### config.mk
export PLATFORM = sky130hd
export DESIGN_NAME = can_err_tracker
export DESIGN_NICKNAME = d
export VERILOG_FILES = /design/src/rtl/can_est_pkg.sv /design/src/rtl/est_classifier.sv /design/src/rtl/est_flags.sv /design/src/rtl/est_regs.sv /design/src/rtl/can_err_tracker.sv
export SDC_FILE = /design/constraint.sdc
export NUM_CORES = 1
export LEC_CHECK = 0
export BUFFER_PORTS_ARGS = -buffer_cell sky130_fd_sc_hd__buf_2
export CAP_MARGIN = 0
export CORE_MARGIN = 8
export CORE_UTILIZATION = 44
export CTS_CLUSTER_DIAMETER = 60
export DETAILED_ROUTE_END_ITERATION = 12
export PLACE_DENSITY = 0.85
export SETUP_SLACK_MARGIN = 0.1
export SKIP_LAST_GASP = 1
export SLEW_MARGIN = 20
export SYNTH_ARGS = -nofsm -noshare
export SYNTH_HDL_FRONTEND = slang
export SYNTH_SLANG_ARGS = --single-unit
### constraint.sdc
create_clock -name clk -period 3.2 [get_ports clk]
set_input_delay 0.64 -clock clk [delete_from_list [all_inputs] [get_ports clk]]
set_output_delay 0.64 -clock clk [all_outputs]
set_load 0.01 [all_outputs]
### src/rtl/can_est_pkg.sv
package can_est_pkg;

  typedef enum logic [1:0] {
    ST_ACTIVE  = 2'd0,
    ST_WARN    = 2'd1,
    ST_PASSIVE = 2'd2,
    ST_BOFF    = 2'd3
  } est_state_e;

  localparam int unsigned NUM_STATES = 4;
  localparam int unsigned NUM_FLAGS  = 5;
  localparam int unsigned STATE_LSB  = 16;
  localparam int unsigned FLAG_LSB   = 24;

  localparam int unsigned A_MODE    = 0;
  localparam int unsigned A_STATUS  = 1;
  localparam int unsigned A_MSK_SET = 2;
  localparam int unsigned A_MSK_CLR = 3;
  localparam int unsigned A_MASK    = 4;
  localparam int unsigned A_COUNT   = 5;

  function automatic est_state_e classify(input int unsigned tx, input int unsigned rx,
                                          input int unsigned warn_lvl,
                                          input int unsigned pass_lvl,
                                          input int unsigned boff_lvl);
    if (tx < warn_lvl && rx < warn_lvl)      return ST_ACTIVE;
    else if (tx < pass_lvl && rx < pass_lvl) return ST_WARN;
    else if (tx < boff_lvl && rx < boff_lvl) return ST_PASSIVE;
    else                                     return ST_BOFF;
  endfunction

  function automatic logic [NUM_STATES-1:0] state_onehot(input est_state_e s);
    return 4'b0001 << s;
  endfunction

  function automatic logic [31:0] pack_counters(input int unsigned tx, input int unsigned rx);
    int unsigned rx_sat;
    rx_sat = (rx > 255) ? 255 : rx;
    return 32'((tx << 16) | rx_sat);
  endfunction

  function automatic logic [31:0] mask_writable();
    logic [31:0] m;
    m = '0;
    for (int i = 0; i < NUM_STATES; i++) m[STATE_LSB + i] = 1'b1;
    for (int i = 0; i < NUM_FLAGS; i++)  m[FLAG_LSB + i]  = 1'b1;
    return m;
  endfunction

endpackage

### src/rtl/est_classifier.sv
module est_classifier
  import can_est_pkg::*;
#(
  parameter int unsigned CNT_W    = 9,
  parameter int unsigned WARN_LVL = 96,
  parameter int unsigned PASS_LVL = 128,
  parameter int unsigned BOFF_LVL = 256
) (
  input  logic                  clk,
  input  logic                  rst_n,
  input  logic [CNT_W-1:0]      tx_cnt,
  input  logic [CNT_W-1:0]      rx_cnt,
  output logic [NUM_STATES-1:0] state_oh,
  output logic [NUM_STATES-1:0] evt_oh,
  output logic                  enter_boff
);

  est_state_e state_q;
  est_state_e state_nxt;
  logic       changing;

  always_comb begin
    state_nxt  = classify(32'(tx_cnt), 32'(rx_cnt), WARN_LVL, PASS_LVL, BOFF_LVL);
    changing   = (state_nxt != state_q);
    enter_boff = changing && (state_nxt == ST_BOFF);
  end

  always_ff @(posedge clk or negedge rst_n) begin
    if (!rst_n) begin
      state_q <= ST_ACTIVE;
      evt_oh  <= '0;
    end else begin
      state_q <= state_nxt;
      evt_oh  <= changing ? state_onehot(state_nxt) : '0;
    end
  end

  assign state_oh = state_onehot(state_q);

endmodule

### src/rtl/est_flags.sv
module est_flags #(
  parameter int unsigned NFLAG = 5
) (
  input  logic             clk,
  input  logic             rst_n,
  input  logic [NFLAG-1:0] err_in,
  input  logic             clear,
  output logic [NFLAG-1:0] flags_q
);

  for (genvar i = 0; i < NFLAG; i++) begin : g_flag
    always_ff @(posedge clk or negedge rst_n) begin
      if (!rst_n) flags_q[i] <= 1'b0;
      else        flags_q[i] <= err_in[i] | (flags_q[i] & ~clear);
    end
  end

endmodule

### src/rtl/est_regs.sv
module est_regs
  import can_est_pkg::*;
#(
  parameter int unsigned ADDR_W = 3
) (
  input  logic                  clk,
  input  logic                  rst_n,
  input  logic                  sel,
  input  logic                  wr,
  input  logic [ADDR_W-1:0]     addr,
  input  logic [31:0]           wdata,
  input  logic [NUM_STATES-1:0] state_oh,
  input  logic [NUM_FLAGS-1:0]  flags,
  input  logic [31:0]           cnt_word,
  input  logic                  enter_boff,
  output logic [31:0]           rdata,
  output logic [31:0]           mask_q,
  output logic [1:0]            mode_q,
  output logic                  status_rd
);

  localparam logic [31:0] WMASK = mask_writable();

  logic        wr_mode, wr_set, wr_clr;
  logic [31:0] status_word;

  always_comb begin
    wr_mode   = sel && wr && (addr == ADDR_W'(A_MODE));
    wr_set    = sel && wr && (addr == ADDR_W'(A_MSK_SET));
    wr_clr    = sel && wr && (addr == ADDR_W'(A_MSK_CLR));
    status_rd = sel && !wr && (addr == ADDR_W'(A_STATUS));
    status_word = (32'(flags) << FLAG_LSB) | (32'(state_oh) << STATE_LSB);
  end

  always_ff @(posedge clk or negedge rst_n) begin
    if (!rst_n) begin
      mask_q <= '0;
      mode_q <= '0;
    end else begin
      if (wr_set) mask_q <= mask_q | (wdata & WMASK);
      if (wr_clr) mask_q <= mask_q & ~(wdata & WMASK);
      if (wr_mode) mode_q <= wdata[1:0];
      if (enter_boff && !mode_q[1]) mode_q[0] <= 1'b0;
    end
  end

  always_comb begin
    case (addr)
      ADDR_W'(A_MODE):   rdata = {30'b0, mode_q};
      ADDR_W'(A_STATUS): rdata = status_word;
      ADDR_W'(A_MASK):   rdata = mask_q;
      ADDR_W'(A_COUNT):  rdata = cnt_word;
      default:           rdata = '0;
    endcase
  end

endmodule

### src/rtl/can_err_tracker.sv
module can_err_tracker
  import can_est_pkg::*;
#(
  parameter int unsigned CNT_W    = 9,
  parameter int unsigned ADDR_W   = 3,
  parameter int unsigned WARN_LVL = 96,
  parameter int unsigned PASS_LVL = 128,
  parameter int unsigned BOFF_LVL = 256
) (
  input  logic              clk,
  input  logic              rst_n,
  input  logic [CNT_W-1:0]  tx_err_cnt,
  input  logic [CNT_W-1:0]  rx_err_cnt,
  input  logic [4:0]        frm_err,
  input  logic              bus_sel,
  input  logic              bus_wr,
  input  logic [ADDR_W-1:0] bus_addr,
  input  logic [31:0]       bus_wdata,
  output logic [31:0]       bus_rdata,
  output logic              node_en,
  output logic              irq
);

  logic [NUM_STATES-1:0] state_oh;
  logic [NUM_STATES-1:0] evt_oh;
  logic                  enter_boff;
  logic [NUM_FLAGS-1:0]  flags;
  logic                  status_rd;
  logic [31:0]           mask_q;
  logic [1:0]            mode_q;
  logic [31:0]           cnt_word;
  logic [31:0]           pend;
  logic                  auto_rst;

  est_classifier #(
    .CNT_W(CNT_W), .WARN_LVL(WARN_LVL), .PASS_LVL(PASS_LVL), .BOFF_LVL(BOFF_LVL)
  ) u_cls (
    .clk(clk), .rst_n(rst_n), .tx_cnt(tx_err_cnt), .rx_cnt(rx_err_cnt),
    .state_oh(state_oh), .evt_oh(evt_oh), .enter_boff(enter_boff)
  );

  est_flags #(.NFLAG(NUM_FLAGS)) u_flg (
    .clk(clk), .rst_n(rst_n), .err_in(frm_err), .clear(status_rd), .flags_q(flags)
  );

  assign cnt_word = pack_counters(32'(tx_err_cnt), 32'(rx_err_cnt));

  est_regs #(.ADDR_W(ADDR_W)) u_reg (
    .clk(clk), .rst_n(rst_n), .sel(bus_sel), .wr(bus_wr), .addr(bus_addr),
    .wdata(bus_wdata), .state_oh(state_oh), .flags(flags), .cnt_word(cnt_word),
    .enter_boff(enter_boff), .rdata(bus_rdata), .mask_q(mask_q), .mode_q(mode_q),
    .status_rd(status_rd)
  );

  assign pend     = (32'(flags) << FLAG_LSB) | (32'(evt_oh) << STATE_LSB);
  assign irq      = |(pend & mask_q);
  assign node_en  = mode_q[0];
  assign auto_rst = mode_q[1];

endmodule

==> summary.md <==
| Metric | Value |
|---|---|
| Result of the run | complete, no violations |
| Count leader, synth | dfrtp_1 |
| Final setup fails | 0 |
| Std-Cell Rows | 20 |
| Cell mode on critical path | buf_2 |
| Complex-gate fraction of the synthesized area | 0.208 |
| Worst EP required | 2.56 ns |
| Post CTS Setup Buffer Count | 0 |
| Design Area, Final | 1670 um^2 |
| Setup CP Type | input pin to output pin |
| GRT Util Overall | 0.132 |
| Distinct cell type count after synthesis | 35 |
| Root Driver | clkbuf_4 |
| CP Cell Sequence | buf_2 -> mux2_2 -> a22oi_1 -> nor2_1 -> buf_2 |
| Mapped Cells | 146 |
| Largest family of logic cells by synthesized area | compound AO/OA/AOI/OAI gates |
| Yosys warnings | 0 |
| ANT nets after route | 0 |
| Synth Area in XOR/XNOR | 0 |
| Clk pin slew, worst setup/hold paths | 0.12 ns |
| Final Skew | 0.00145 ns |
| Flops & latches, synth | 22 |
| Layout cells sized above 1 | 0.366 |
| Post-synth top flop | dfrtp_1 |
| Die area | 5130 um^2 |
| CP Launch Type | input pin |
| Peak VDD IR | 0.171 mV |
| Hold WS | 0.285 ns |
| Hpwl dp | 2900 um |
| Initial core utilization | 0.453 |
| CTS Hold Bufs | 0 |
| First-pass GRT wire length | 5550 um |
| Cell Pwr Density | 393 nW/um^2 |
| Seq/Total Area, Yosys | 0.405 |
| Largest net degree at the start of global routing | 26 |
| TritonCTS clock tree | yes |
| EDFF count, synth | 0 |
| Vias in the first global route | 1,266 |
| Top post-synthesis cells by area | dfrtp_1 (40%), buf_4 (7.7%), mux2i_1 (6.6%), a22oi_1 (5.0%), mux2_2 (4.1%) |
| R2R Setup Slk | 2.15 ns |
| CTS Buf Count | 3 |
| Max Slew Vio Count | 0 |
| Max_cap viols | 0 |
| Final Hold Fails | 0 |
| Share of the synthesized area in the top cell type | 0.405 |
| WP data arrival | 1.74 ns |
| Critical path origin | bus_addr[0] |
| Global route total overflow | 0 |
| Reg2Reg Launch Point | u_cls.state_q[0] |
| RSZ-0062 raised after global routing | no |
| Routed via count | 1,218 |
| Max FO, Critical Path | 25 |
| Area of the mapped netlist | 1360 um^2 |
| Buf/Inv on CP | 2 |
| Drt initial violations | 35 |
| WL final | 3540 um |
| # port buffers | 63 |
| Clock Path Buffers | 2 |
| WL/cell | 14.9 um |
| Final GP Congestion | 0.855 |
| RR Endpoint | u_cls.evt_oh[2] |
| Die Wd | 71.6 um |
| Syn-to-layout area delta | 22.5% |
| First drt pass iteration count | 4 |
| Worst R2R Path Depth | 2 |
| N_diodes | 0 |
| Final core utilization | 0.555 |
| IO Count | 96 |
| H-tree depth | 1 |
| Slowest-stage cell, CP | mux2_2 |
| Placed Area | 1630 um^2 |
| Ys async rst share | 1.00 |
| NumNets Final | 268 |
| Leakage | 0.907 nW |
| Hold Path Class | input pin to asynchronous set/reset pin |
| Final min period | 2.38 ns |
| CP top delay family | buffers and inverters |
| Clock Sinks | 22 |
| Initial antenna violation count | 0 |
| Mux share of post-synthesis cell area | 0.108 |
| Clk_lat worst skew | 0.29 ns |
| Synth Area in Adders | 0 |
| Yosys top cell by area | dfrtp_1 |
| FMAX | 419 MHz |
| Number of vias per cell | 5.12 |
| Max incr delay on CP | 0.38 ns |
| Core area | 3000 um^2 |
| Die H | 71.6 um |
| Tcrit/Tclk final | 0.745 |
| Syn_area_per_cell | 9.32 um^2 |
| Post-Synth Simple-Gate Area | 0.155 |
| CP endpoint kind | output pin |
| Post-CTS resize count | 0 |
| Post-Route Setup TNS | 0 ns |
| Overall power | 655 uW |
| FILL cells | 293 |
| Most frequent cells after synthesis | dfrtp_1 (22), buf_4 (14), nor2_1 (14) |
| DRC viols | 0 |
layer usage:
layer / track usage / vias to the layer above / part of all wire
li1: - / 608 / -
met1: 0.157 / 560 / 0.44
met5: 0 / - / 0
met3: 0.0516 / 2 / 0.089
met4: 0.0272 / 0 / 0.0048
met2: 0.219 / 48 / 0.47
worst register-to-register path: cells and delay by family, from the launching register on:
| family | cells | cell delay, ns |
|---|---|---|
| flip-flops | 1 | 0.43 |
| AO/OA/AOI/OAI | 1 | 0.42 |
| buffers and inverters | 1 | 0.07 |
kinds of logic after synthesis:
family	count (synthesis)
AND/OR/NAND/NOR	43
other	1
buffers and inverters	29
AO/OA/AOI/OAI	37
multiplexers	14
flip-flops	22
metrics by stage:
step | std cells | setup slack, ns
6_report | 238 | 0.815
4_1_cts | 238 | 0.811
3_5_place_dp | 234 | 0.815
3_3_place_gp | 234 | 0.819
2_1_floorplan | 156 | 1.15
5_1_grt | 238 | 0.721
worst max path at each step:
stage / end / slack [ns] / depth (start not counted)
3_5_place_dp: bus_rdata[18] / 0.81 / 5
6_report: bus_rdata[24] / 0.82 / 5
5_1_grt: bus_rdata[18] / 0.72 / 5
3_3_place_gp: bus_rdata[18] / 0.82 / 5
4_1_cts: bus_rdata[24] / 0.81 / 5
2_1_floorplan: bus_rdata[0] / 1.15 / 5
area by class of cell:
cell class,count,area (um^2),area share
flip-flops and latches,22,551,0.330
repair buffers,63,315,0.189
inverters,11,41.3,0.0248
clock buffers,4,36.3,0.0218
well taps,33,41.3,0.0248
multi-input cells,105,682,0.409
where the power goes:
part | internal (mW) | switching (mW) | leakage [nW]
Combinational | 0.0785 | 0.0843 | 0.643
Clock | 0.0692 | 0.0794 | 0.0210
Sequential | 0.313 | 0.0305 | 0.243
cells in the final DEF (no fill, tap or decap):
| cell | Yosys | layout |
|---|---|---|
| mux2i_1 | 9 | 9 |
| a32oi_1 | 2 | 2 |
| nand2_1 | 13 | 13 |
| nand3b_1 | 1 | 1 |
| a222oi_1 | 1 | 1 |
| mux2_2 | 5 | 5 |
| o21a_1 | 6 | 6 |
| nand3_1 | 1 | 1 |
| a221oi_1 | 1 | 1 |
| nor2_1 | 14 | 14 |
| nor2_2 | 1 | 1 |
| nor3b_2 | 1 | 1 |
| a21o_1 | 5 | 5 |
| o31ai_1 | 1 | 1 |
| nor2b_1 | 4 | 4 |
| o211ai_1 | 2 | 2 |
| a22oi_1 | 9 | 9 |
| buf_2 | 3 | 63 |
| a31o_2 | 1 | 1 |
| a2bb2oi_1 | 1 | 1 |
| a2111oi_0 | 1 | 1 |
| nor3_1 | 1 | 1 |
| dfrtp_1 | 22 | 22 |
| o2111a_1 | 1 | 1 |
| a21boi_0 | 1 | 1 |
| and4b_1 | 1 | 1 |
| and2_1 | 4 | 4 |
| clkbuf_4 | 0 | 3 |
| conb_1 | 1 | 11 |
| a22o_1 | 1 | 1 |
| and2b_1 | 1 | 1 |
| a21oi_1 | 4 | 4 |
| inv_1 | 11 | 11 |
| and3_1 | 1 | 1 |
| clkbuf_8 | 0 | 1 |
No activity file was read; power rests on OpenSTA's default activity.
